===== config.mk =====
export PLATFORM = sky130hd
export DESIGN_NAME = bus_state_ctrl
export DESIGN_NICKNAME = d
export VERILOG_FILES = /design/src/rtl/bsc_pkg.sv /design/src/rtl/bsc_settle.sv /design/src/rtl/bsc_opflags.sv /design/src/rtl/bus_state_ctrl.sv
export SDC_FILE = /design/constraint.sdc
export NUM_CORES = 1
export LEC_CHECK = 0
export ABC_AREA = 1
export BUFFER_PORTS_ARGS = -buffer_cell sky130_fd_sc_hd__buf_4
export CAP_MARGIN = 30
export CORE_MARGIN = 10
export CORE_UTILIZATION = 40
export CTS_BUF_LIST = sky130_fd_sc_hd__clkbuf_16
export DETAILED_ROUTE_END_ITERATION = 7
export PLACE_DENSITY = 0.89
export SETUP_SLACK_MARGIN = 0.1
export SYNTH_ARGS = -nofsm -noshare
export SYNTH_HDL_FRONTEND = slang
export SYNTH_SLANG_ARGS = --single-unit

===== constraint.sdc =====
create_clock -name clk -period 1.7 [get_ports clk]
set_input_delay 0.51 -clock clk [delete_from_list [all_inputs] [get_ports clk]]
set_output_delay 0.51 -clock clk [all_outputs]
set_load 0.01 [all_outputs]

===== src/rtl/bsc_pkg.sv =====
package bsc_pkg;

    typedef enum logic [1:0] {
        ST_RESET = 2'd0,
        ST_RUN   = 2'd1,
        ST_BAD   = 2'd2,
        ST_PAUSE = 2'd3
    } ctl_state_e;

    typedef enum logic [1:0] {
        A_STATE = 2'd0,
        A_SWRST = 2'd1,
        A_MGEN  = 2'd2,
        A_OPER  = 2'd3
    } reg_addr_e;

    // state register layout
    localparam int SB_VALID = 2;
    localparam int SB_MRDY  = 4;

    // operational register layout
    localparam int OB_NACK   = 3;
    localparam int OB_OUT_NE = 4;
    localparam int OB_IN_NE  = 5;
    localparam int OB_OUT_FL = 6;
    localparam int OB_O_SVC  = 8;
    localparam int OB_I_SVC  = 9;
    localparam int OB_O_DONE = 10;
    localparam int OB_I_DONE = 11;

    typedef struct packed {
        logic nack;
        logic out_svc;
        logic in_svc;
        logic out_done;
        logic in_done;
    } sticky_t;

    typedef enum logic [1:0] {
        PH_IDLE = 2'd0,
        PH_HOST = 2'd1,
        PH_ENG  = 2'd2
    } settle_ph_e;

    function automatic logic is_legal_target(input logic [1:0] v);
        return (v != ST_BAD);
    endfunction

    function automatic int settle_len(input int host_n, input int eng_n, input int div_n);
        return host_n + eng_n * div_n;
    endfunction

    function automatic sticky_t sticky_from_word(input logic [31:0] w);
        sticky_t s;
        s.nack     = w[OB_NACK];
        s.out_svc  = w[OB_O_SVC];
        s.in_svc   = w[OB_I_SVC];
        s.out_done = w[OB_O_DONE];
        s.in_done  = w[OB_I_DONE];
        return s;
    endfunction

endpackage


===== src/rtl/bsc_settle.sv =====
module bsc_settle
    import bsc_pkg::*;
#(
    parameter int HOST_SYNC = 3,
    parameter int ENG_SYNC  = 3,
    parameter int ENG_DIV   = 4
) (
    input  logic clk,
    input  logic rst,
    input  logic start,
    output logic busy,
    output logic fin
);
    localparam int CNT_MAX = (HOST_SYNC > ENG_SYNC) ? HOST_SYNC : ENG_SYNC;
    localparam int CW      = $clog2(CNT_MAX + 1);
    localparam int DW      = $clog2(ENG_DIV + 1);

    settle_ph_e    ph_q;
    logic [CW-1:0] cnt_q;
    logic [DW-1:0] div_q;

    assign busy = (ph_q != PH_IDLE);
    assign fin  = (ph_q == PH_ENG) && (div_q == '0) && (cnt_q == '0);

    always_ff @(posedge clk) begin
        if (rst) begin
            ph_q  <= PH_IDLE;
            cnt_q <= '0;
            div_q <= '0;
        end else if (start) begin
            ph_q  <= PH_HOST;
            cnt_q <= CW'(HOST_SYNC - 1);
            div_q <= '0;
        end else begin
            unique case (ph_q)
                PH_HOST: begin
                    if (cnt_q == '0) begin
                        ph_q  <= PH_ENG;
                        cnt_q <= CW'(ENG_SYNC - 1);
                        div_q <= DW'(ENG_DIV - 1);
                    end else begin
                        cnt_q <= cnt_q - 1'b1;
                    end
                end
                PH_ENG: begin
                    if (div_q != '0) begin
                        div_q <= div_q - 1'b1;
                    end else if (cnt_q == '0) begin
                        ph_q <= PH_IDLE;
                    end else begin
                        cnt_q <= cnt_q - 1'b1;
                        div_q <= DW'(ENG_DIV - 1);
                    end
                end
                default: begin
                    ph_q <= PH_IDLE;
                end
            endcase
        end
    end

    // a start always makes the block busy next cycle
    p_start_busy_r3: assert property (@(posedge clk) disable iff (rst)
        start |=> busy);

    // finishing without a new start returns to idle
    p_fin_idle_r3: assert property (@(posedge clk) disable iff (rst)
        (fin && !start) |=> !busy);

endmodule


===== src/rtl/bsc_opflags.sv =====
module bsc_opflags
    import bsc_pkg::*;
(
    input  logic    clk,
    input  logic    rst,
    input  logic    clr_all,
    input  sticky_t set_vec,
    input  sticky_t w1c_vec,
    output sticky_t flags
);
    sticky_t flags_q;

    always_ff @(posedge clk) begin
        if (rst || clr_all) flags_q <= '0;
        else                flags_q <= (flags_q & ~w1c_vec) | set_vec;
    end

    assign flags = flags_q;

    // every event pulse leaves its flag set
    p_set_sticky_r8: assert property (@(posedge clk) disable iff (rst)
        !clr_all |=> ((flags & $past(set_vec)) == $past(set_vec)));

    // a clear with no competing event empties the flag
    p_w1c_clears_r9: assert property (@(posedge clk) disable iff (rst)
        !clr_all |=> ((flags & $past(w1c_vec) & ~$past(set_vec)) == '0));

    // software reset empties all sticky flags
    p_clr_all_r6: assert property (@(posedge clk) disable iff (rst)
        clr_all |=> (flags == '0));

endmodule


===== src/rtl/bus_state_ctrl.sv =====
module bus_state_ctrl
    import bsc_pkg::*;
#(
    parameter int HOST_SYNC = 3,
    parameter int ENG_SYNC  = 3,
    parameter int ENG_DIV   = 4,
    parameter int DATA_W    = 32
) (
    input  logic              clk,
    input  logic              rst,
    input  logic              reg_wr,
    input  logic [1:0]        reg_addr,
    input  logic [DATA_W-1:0] reg_wdata,
    output logic [DATA_W-1:0] reg_rdata,
    input  logic              ev_nack,
    input  logic              ev_out_svc,
    input  logic              ev_in_svc,
    input  logic              ev_out_done,
    input  logic              ev_in_done,
    input  logic              lv_out_not_empty,
    input  logic              lv_in_not_empty,
    input  logic              lv_out_full,
    output logic [1:0]        cur_state,
    output logic              state_valid
);
    ctl_state_e state_q, tgt_q;
    logic       mg_q;
    logic       busy, fin;
    logic       wr_state, wr_sr, wr_mg, wr_op, accept;
    sticky_t    set_vec, w1c_vec, flags;

    assign wr_state = reg_wr && (reg_addr == A_STATE);
    assign wr_sr    = reg_wr && (reg_addr == A_SWRST) && reg_wdata[0];
    assign wr_mg    = reg_wr && (reg_addr == A_MGEN);
    assign wr_op    = reg_wr && (reg_addr == A_OPER);
    assign accept   = wr_sr || (wr_state && !busy && is_legal_target(reg_wdata[1:0]));

    bsc_settle #(
        .HOST_SYNC (HOST_SYNC),
        .ENG_SYNC  (ENG_SYNC),
        .ENG_DIV   (ENG_DIV)
    ) u_settle (
        .clk   (clk),
        .rst   (rst),
        .start (accept),
        .busy  (busy),
        .fin   (fin)
    );

    always_ff @(posedge clk) begin
        if (rst) begin
            state_q <= ST_RESET;
            tgt_q   <= ST_RESET;
        end else begin
            if (fin)
                state_q <= tgt_q;
            if (wr_sr)
                tgt_q <= ST_RESET;
            else if (accept)
                tgt_q <= ctl_state_e'(reg_wdata[1:0]);
        end
    end

    always_ff @(posedge clk) begin
        if (rst || wr_sr) mg_q <= 1'b0;
        else if (wr_mg)   mg_q <= reg_wdata[0];
    end

    always_comb begin
        set_vec.nack     = ev_nack;
        set_vec.out_svc  = ev_out_svc;
        set_vec.in_svc   = ev_in_svc;
        set_vec.out_done = ev_out_done;
        set_vec.in_done  = ev_in_done;
        w1c_vec          = wr_op ? sticky_from_word(32'(reg_wdata)) : '0;
    end

    bsc_opflags u_flags (
        .clk     (clk),
        .rst     (rst),
        .clr_all (wr_sr),
        .set_vec (set_vec),
        .w1c_vec (w1c_vec),
        .flags   (flags)
    );

    assign cur_state   = state_q;
    assign state_valid = !busy;

    always_comb begin
        reg_rdata = '0;
        unique case (reg_addr)
            A_STATE: begin
                reg_rdata[1:0]      = state_q;
                reg_rdata[SB_VALID] = !busy;
                reg_rdata[SB_MRDY]  = mg_q;
            end
            A_MGEN: reg_rdata[0] = mg_q;
            A_OPER: begin
                reg_rdata[OB_NACK]   = flags.nack;
                reg_rdata[OB_OUT_NE] = lv_out_not_empty;
                reg_rdata[OB_IN_NE]  = lv_in_not_empty;
                reg_rdata[OB_OUT_FL] = lv_out_full;
                reg_rdata[OB_O_SVC]  = flags.out_svc;
                reg_rdata[OB_I_SVC]  = flags.in_svc;
                reg_rdata[OB_O_DONE] = flags.out_done;
                reg_rdata[OB_I_DONE] = flags.in_done;
            end
            default: reg_rdata = '0;
        endcase
    end

    // the reported state is never the unused code
    p_no_bad_state_r5: assert property (@(posedge clk) disable iff (rst)
        state_q != ST_BAD);

    // the reported state moves only when valid comes back
    p_state_moves_on_valid_r3: assert property (@(posedge clk) disable iff (rst)
        !$stable(state_q) |-> $rose(state_valid));

    // a request while settling leaves the target alone
    p_busy_ignore_r4: assert property (@(posedge clk) disable iff (rst)
        (busy && !fin && wr_state) |=> ($stable(tgt_q) && !state_valid));

    // requesting code 2 while idle keeps valid high
    p_bad_req_r5: assert property (@(posedge clk) disable iff (rst)
        (!busy && wr_state && reg_wdata[1:0] == 2'd2) |=> state_valid);

    // software reset restarts settling toward reset
    p_swrst_r6: assert property (@(posedge clk) disable iff (rst)
        wr_sr |=> (!state_valid && tgt_q == ST_RESET && !mg_q));

    // master-ready follows the last enable written
    p_mgen_r7: assert property (@(posedge clk) disable iff (rst)
        wr_mg |=> (mg_q == $past(reg_wdata[0])));

endmodule


== Word level (Yosys, flattened, before mapping) ==
Index checks and enable logic that the tools add are counted.
Storage, ports and cells
  word-level logic and storage cells: 80
  input port bits: 45
  register bits after elaboration: 17
  output and inout bits: 35
Cells by class
  reductions and logical operators: 26
  equal/unequal tests: 15
  bitwise operators: 3
  multiplexer cells: 21
  add/sub/neg operators: 2
Operator list (number)
  $mux 2: 9
  $reduce_and 3->1: 5
  $ne 3x3->1 const B: 4
  $logic_and 1x1->1: 9
  $mux 3: 3
  $ne 2x2->1 const B: 4
  $pmux 2 s2: 2
  $eq 2x2->1 const B: 3
  $pmux 3 s2: 1
  $reduce_bool 3->1: 2
  $and 5x5->5: 1
  $mux 5: 1
  $not 5->5: 1
  $or 5x5->5: 1
  $eq 2x1->1 const B: 2
  $logic_not 2->1: 2
  $mux 4: 1
  $pmux 1 s2: 2
  $reduce_bool 2->1: 2
  $reduce_or 2->1: 2
  $logic_not 3->1: 1
  $ne 3x2->1 const B: 1
  $sub 3x1->3 const B: 1
  $logic_or 1x1->1: 2
  other kinds (4): 5

== Logic depth before layout (Yosys ltp) ==
Gate-level depths: netlist of run 1.
  word-level depth: 7
  mapped depth: 10
  mapped depth without buffers: 10

== By module ==
Synthesis of run 1 repeated with hierarchy kept, for this count alone.
Unflattened totals
  cells, all modules: 208
  area total of the unflattened synthesis: 1355.0 um2
By module, submodules not included
  bus_state_ctrl: times used 1, area an instance 606.8 um2, sequential area each 100.1 um2, cells each 98
  bsc_settle: times used 1, area an instance 529.3 um2, sequential area each 140.1 um2, cells each 82
  bsc_opflags: times used 1, area an instance 219.0 um2, sequential area each 100.1 um2, cells each 28

== Worst setup path before layout of run 1 ==
OpenSTA, ideal clock, no wires.
  kind: input to output
  start point: input reg_addr[0]
  end point: output reg_rdata[4]
  cell stages on the path: 4
  data arrival time: 1.161 ns
  required time: 1.190 ns
  path buffers: 1
  setup slack: 0.029 ns
  path through: ha_1 > buf_2 > nand2_1 > a21oi_1
Between the ends
  cells in the longest elaborated chain, start to end: 2
  elaborated cells between the ends (all ways): 3
  classes of those cells: eq/ne (1); mux (1); reduce/logical (1)
Ends and longest elaborated chain
  start, declared: line bus_state_ctrl.sv:12  | input logic [1:0] reg_addr,
  $eq 2x2->1 / $logic_not 2->1 (equally long branches): line bus_state_ctrl.sv:92  | unique case (reg_addr)
  $pmux 1 s2 (*): line bus_state_ctrl.sv:92
  end, declared: line bus_state_ctrl.sv:14  | output logic [DATA_W-1:0] reg_rdata,
Mark *: on every way between the ends. The rest lies on a longest branch, timed or not.

== Worst setup path after layout of run 1 ==
  start point: input reg_addr[0]
  end point: output reg_rdata[10]
Between the ends
  cells in the longest elaborated chain, start to end: 2
Ends and longest elaborated chain (line)
  $eq 2x2->1: bus_state_ctrl.sv:92
  $mux 4: bus_state_ctrl.sv:92
Every way passes these cells.

==> results of run 1 <==
cell type report:
class	count	area (sq um)
Inverter	30	127.6
Clock buffer	3	75.07
Tap cell	31	38.79
Sequential cell	17	342.8
Timing Repair Buffer	44	395.4
Multi-Input combinational cell	120	745.7
Fill cell	218	1099
Clock inverter	1	5.005
cells in the final DEF (no fill, tap or decap), types with 2 or more instances in the layout:
cell type	Yosys	routed
dfxtp_2	0	2
nand3_1	11	11
nand2_2	4	11
nor2_1	11	11
clkbuf_16	0	3
conb_1	1	21
ha_1	11	7
nand2_1	29	21
nand3_2	2	2
nand2_4	1	2
buf_6	0	10
ha_4	0	4
buf_8	0	2
dfxtp_1	17	15
nor2_4	4	4
inv_2	2	12
inv_1	28	16
a21boi_1	2	2
o21ai_1	3	3
buf_4	22	31
a21oi_1	12	11
o21ai_0	4	4
worst max-delay path by stage:
stage / end / slack, ns / cells after the start
after global placement: reg_rdata[4] / -0.11 / 6
after floorplan: reg_rdata[4] / 0.10 / 4
final: reg_rdata[10] / 0.02 / 6
after global routing: reg_rdata[10] / 0.005 / 6
after CTS: reg_rdata[4] / 0.04 / 6
after detailed placement: reg_rdata[4] / -0.12 / 6
layer usage:
metal  GRT usage, %  wire length [um]
met1          12.36              1295
met2          25.14              2014
met3          3.022               264
met4          5.672               101
met5              0                 0
flip-flops by register name, indices dropped and copies added, names as in the netlist:
signal,cells
u_flags.flags,5
u_settle.div_q,3
cur_state,2
mg_q,1
u_settle.cnt_q,2
u_settle.ph_q,2
tgt_q,2
stage by stage:
stage	utilization (%)	TNS, ns	instance area [sq um]	std cells
finish	61.17	0	1730	246
global route	61.17	0	1730	246
floorplan	-	0	1296	190
CTS	59.80	0	1692	244
detailed placement	51.70	-0.8133	1463	238
global placement	51.70	-0.6466	1463	238
where the power goes:
group / switching (W) / internal (W) / total, W
clock: 0.000164 / 0.000315 / 0.000480
sequential: 0.0000162 / 0.000424 / 0.000440
combinational: 0.000159 / 0.000134 / 0.000293
total: 0.000340 / 0.000873 / 0.00121
cell families (layout without fill, tap and decap cells):
family	Yosys count	count (layout)	share of synthesized area, %
buffers and inverters	53	78	23.27
other	1	21	0.3087
AND/OR/NAND/NOR	65	65	26.67
flip-flops	17	17	28.01
AO/OA/AOI/OAI	23	23	10.40
adder cells (fa/ha/maj)	11	11	11.33
repair_timing:
| item | CTS | global route |
|---|---|---|
| setup endpoints to repair | 11 | 10 |
| pin swaps | 11 | 4 |
| setup buffers | 2 | 2 |
| gates resized for setup | 42 | 11 |
==> results.md, run 1 <==
* Status: complete, no violations
* CTS tree: done
* Slowest stage cell on the critical path: ha_4
* Maxcap violations at 0
* Cell taking the most area after synthesis: dfxtp_1
* Post-synthesis sequential area ratio at 28.01%
* Synthesized area at 1215 sq um
* Largest fanout on the critical path at 8
* Sink Count at 17
* All-layer global routing usage at 12.84%
* 1st-pass router iterations at 4
* # diodes at 0
* Final setup vio count at 0
* Post-DP HPWL at 2486 um
* Clock-pin slew on the worst setup and hold paths at 0.05 ns
* Post-synth ARST share at 0%
* Synth top cells by count: nand2_1 (29), inv_1 (28), buf_4 (22)
* Post-synth EDFFs at 0
* Dpl ws at -0.1219 ns
* Routed Antenna Nets at 0
* CP Launch Type: input pin
* Initial antenna violation count at 0
* Fmax achieved at 595.2 MHz
* RSZ-0062 raised after global routing: true
* HP Start: rst
* Final hold slack at 0.4114 ns
* Grt total ovfl at 0
* Arr. time, crit path at 1.17 ns
* Crit-path cells: buf_12, ha_4, buf_8, nand2_2, inv_2, buf_6
* Yosys reg bits at 17
* Reg2Reg Setup Slack at 0.30 ns
* Final clock skew at 0.004873 ns
* Reg2reg start: u_settle.div_q[0]
* Pwr per Cell Area at 700.7 nW/um^2
* Max clock buf depth at 2
* Die area at 5642 sq um
* Slack of the critical path at 0.01989 ns
* Reg2Reg Depth at 7
* Syn_area_per_cell at 7.147 sq um
* Minimum clock period at 1.680 ns
* Layout cells sized above 1 at 41.40%
* Most numerous cell in the Yosys netlist: nand2_1
* Worst r2r dst: u_settle.ph_q[1]
* Vias in the first global route at 1212
* Hold Fails Final Rpt at 0
* FP Rows at 19
* Number of vias per cell at 4.671
* Total Power at 0.001212 W
* Post-layout nets at 272
* I/O pin count at 80
* Critical path required time at 1.19 ns
* Post-synthesis cell count at 170
* DRC viols at 0
* Hold endpoint: u_settle.ph_q[0]
* Worst Path Buf+Inv at 4
* Leak at 0.8700 nW
* Synth warnings at 0
* Top delay family on crit path: buffers and inverters
* Critical Path End Type: primary output
* Maximum VDD drop at 0.6046 mV
* Fin crit share at 98.83%
* Synth area leaders: dfxtp_1 (28%), buf_4 (14%), ha_1 (11%)
* Dominant synthesized flop cell: dfxtp_1
* Share of the synthesized area in the top cell type at 28.01%
* H-tree Lvls at 1
* Global-route wire length before repair at 5589 um
* Core area at 2829 sq um
* Initial drt markers at 52
* Die width at 75.11 um
* Synth cell types at 23
* Slew Limit Fails at 0
* Root buffer cell: clkbuf_16
* Pin count of the biggest net entering global routing at 11
* Clock latency on the worst-skew pair at 0.25 ns
* Initial Util at 42.95%
* Die H at 75.11 um
* Wire per inst at 14.94 um
* Hold buffer count at CTS at 0
* PortBufs at 33
* Total CTS buffers at 3
* Hold Path Depth at 2
* Worst Hold Class: in2reg
* Drt total wl at 3676 um
* Max stage delay on crit path at 0.18 ns
* Critical path class: in2out
* Vias at 1149
* Routability-driven placement congestion ratio at 0.7661
* Crit path from: reg_addr[0]
* Area grow syn2layout at 42.43%
No activity file was read; power rests on OpenSTA's default activity.
==> inputs of run 2 (changes only) <==
Settings changed: CORE_ASPECT_RATIO set to 1.25, RECOVER_POWER set to 50.
==> results.md, run 2 (same netlist as run 1, synthesis figures left out) <==
* Number of vias per cell at 4.555 (was 4.671)
* Max clock buf depth at 2 (unchanged)
* Die width at 69.30 um (was 75.11 um)
* Die H at 81.62 um (was 75.11 um)
* DRC viols at 0 (unchanged)
* Non-Filler Instances at 247 (was 246)
* PortBufs at 33 (unchanged)
* Final hold slack at 0.4075 ns (was 0.4114 ns)
* Global-route wire length before repair at 5575 um (was 5589 um)
* CTS tree: done (unchanged)
* RSZ-0062 raised after global routing: true (unchanged)
* H-tree Lvls at 1 (unchanged)
* All-layer global routing usage at 12.04% (was 12.84%)
* Maximum VDD drop at 0.6083 mV (was 0.6046 mV)
* Most common cell after layout, fill and taps aside: buf_4 (unchanged)
* Max reg flops at 5 (unchanged)
* Final setup vio count at 0 (unchanged)
* Critical path required time at 1.19 ns (about the same)
* Maxcap violations at 0 (unchanged)
* Initial drt markers at 27 (was 52)
* Leak at 0.8596 nW (was 0.8700 nW)
* Root buffer cell: clkbuf_16 (unchanged)
* Fin crit share at 99.50% (was 98.83%)
* Crit path from: reg_addr[0] (unchanged)
* Clock-pin slew on the worst setup and hold paths at 0.05 ns (about the same)
* Vias at 1125 (was 1149)
* Placed cells at 242 (was 238)
* Fmax achieved at 591.2 MHz (was 595.2 MHz)
* 1st-pass router iterations at 3 (was 4)
* Status: complete, no violations (unchanged)
* Arr. time, crit path at 1.18 ns (was 1.17 ns)
* CP Launch Type: input pin (unchanged)
* Cell Area, Placed at 1461 sq um (was 1463 sq um)
* Reg2reg start: u_settle.cnt_q[0] (was u_settle.div_q[0])
* Post-DP HPWL at 2431 um (was 2486 um)
* Total CTS buffers at 3 (unchanged)
* Initial Util at 41.64% (was 42.95%)
* Routed Antenna Nets at 0 (unchanged)
* Pwr per Cell Area at 707.7 nW/um^2 (was 700.7 nW/um^2)
* Clock latency on the worst-skew pair at 0.25 ns (about the same)
* Die area at 5656 sq um (was 5642 sq um)
* I/O pin count at 80 (unchanged)
* Sink Count at 17 (unchanged)
* Critical Path End Type: primary output (unchanged)
* HP Start: rst (unchanged)
* Layout cells sized above 1 at 36.97% (was 41.40%)
* Post-layout nets at 268 (was 272)
* Post-route cell area at 1689 sq um (was 1730 sq um)
* Minimum clock period at 1.691 ns (was 1.680 ns)
* Core area at 2918 sq um (was 2829 sq um)
* Slew Limit Fails at 0 (unchanged)
* Hold Fails Final Rpt at 0 (unchanged)
* Routability-driven placement congestion ratio at 0.8438 (was 0.7661)
* Drt total wl at 3395 um (was 3676 um)
* Worst Hold Class: in2reg (unchanged)
* Final clock skew at 0.001369 ns (was 0.004873 ns)
* Initial antenna violation count at 0 (unchanged)
* # diodes at 0 (unchanged)
* Most frequent cells in the layout: buf_4 (25), nand2_1 (23), conb_1 (21) (was buf_4 (31), nand2_1 (21), conb_1 (21))
* Grt total ovfl at 0 (unchanged)
* FP Rows at 22 (was 19)
* Wire per inst at 13.74 um (was 14.94 um)
* Pin count of the biggest net entering global routing at 11 (unchanged)
* Largest fanout on the critical path at 3 (was 8)
* Critical path class: in2out (unchanged)
* Area grow syn2layout at 39.03% (was 42.43%)
* Vias in the first global route at 1276 (was 1212)
run 2: cell types whose count changed in the layout (fill, tap and decap cells not counted), moves of 2 or more:
cell      previous run  this run
clkbuf_1             0         2
nand2_2             11         8
nand2_1             21        23
buf_4               31        25
nor2_4               4         2
buf_8                2         0
run 2: metrics by stage:
stage | TNS [ns] | utilization, % | worst slack [ns] | power, W
2_1_floorplan | 0 | - | 0.1029 | 0.0006268
3_3_place_gp | -0.4292 | 50.09 | -0.09963 | 0.0006711
3_5_place_dp | -0.5379 | 50.09 | -0.1131 | 0.0006796
4_1_cts | 0 | 57.12 | 0.04579 | 0.001187
5_1_grt | 0 | 57.89 | 0.0007020 | 0.001250
6_report | 0 | 57.89 | 0.008552 | 0.001195
run 2: path summary, 6_finish.rpt:
check | endpoint | slack (ns) | cells past startpoint
worst max-delay path | reg_rdata[0] | 0.009 | 5
worst min-delay path | u_settle.ph_q[0] | 0.41 | 2
worst max register to register | u_settle.div_q[2] | 0.26 | 9
worst min register to register | tgt_q[0] | 0.47 | 2
run 2: layout make-up:
| type | count | area [sq um] |
|---|---|---|
| clock buffer | 3 | 75.07 |
| inverter | 30 | 137.6 |
| sequential | 17 | 342.8 |
| timing repair buffer | 40 | 355.3 |
| clock inverter | 1 | 5.005 |
| multi-input combinational | 120 | 728.2 |
| tap | 36 | 45.04 |
| fill | 265 | 1229 |
run 2: where the power goes:
group / internal (W) / switching [W]
clock network: 0.000315 / 0.000164
logic: 0.000125 / 0.000150
registers: 0.000424 / 0.0000180
run 2: critical path, stage by stage:
cell and delay [ns]:
buf_12 0.09, clkinv_8 0.06, ha_4 0.16, a22o_1 0.23, buf_6 0.13
run 2: timing repair:
action / in CTS / in global routing
gates cloned: 0 / 0
setup buffers: 1 / 0
setup endpoints to repair: 11 / 11
hold buffers: 0 / 0
pin swaps: 8 / 3
gates resized for setup: 42 / 14
endpoints found under the hold margin: 0 / 0
run 2: per-layer routing:
metal	up-vias	part of all wire, %	GRT usage [%]
met3	9	13	7.117
met2	48	51	22.07
met5	-	0	0
li1	565	-	-
met4	0	3.2	8.266
met1	503	33	9.563
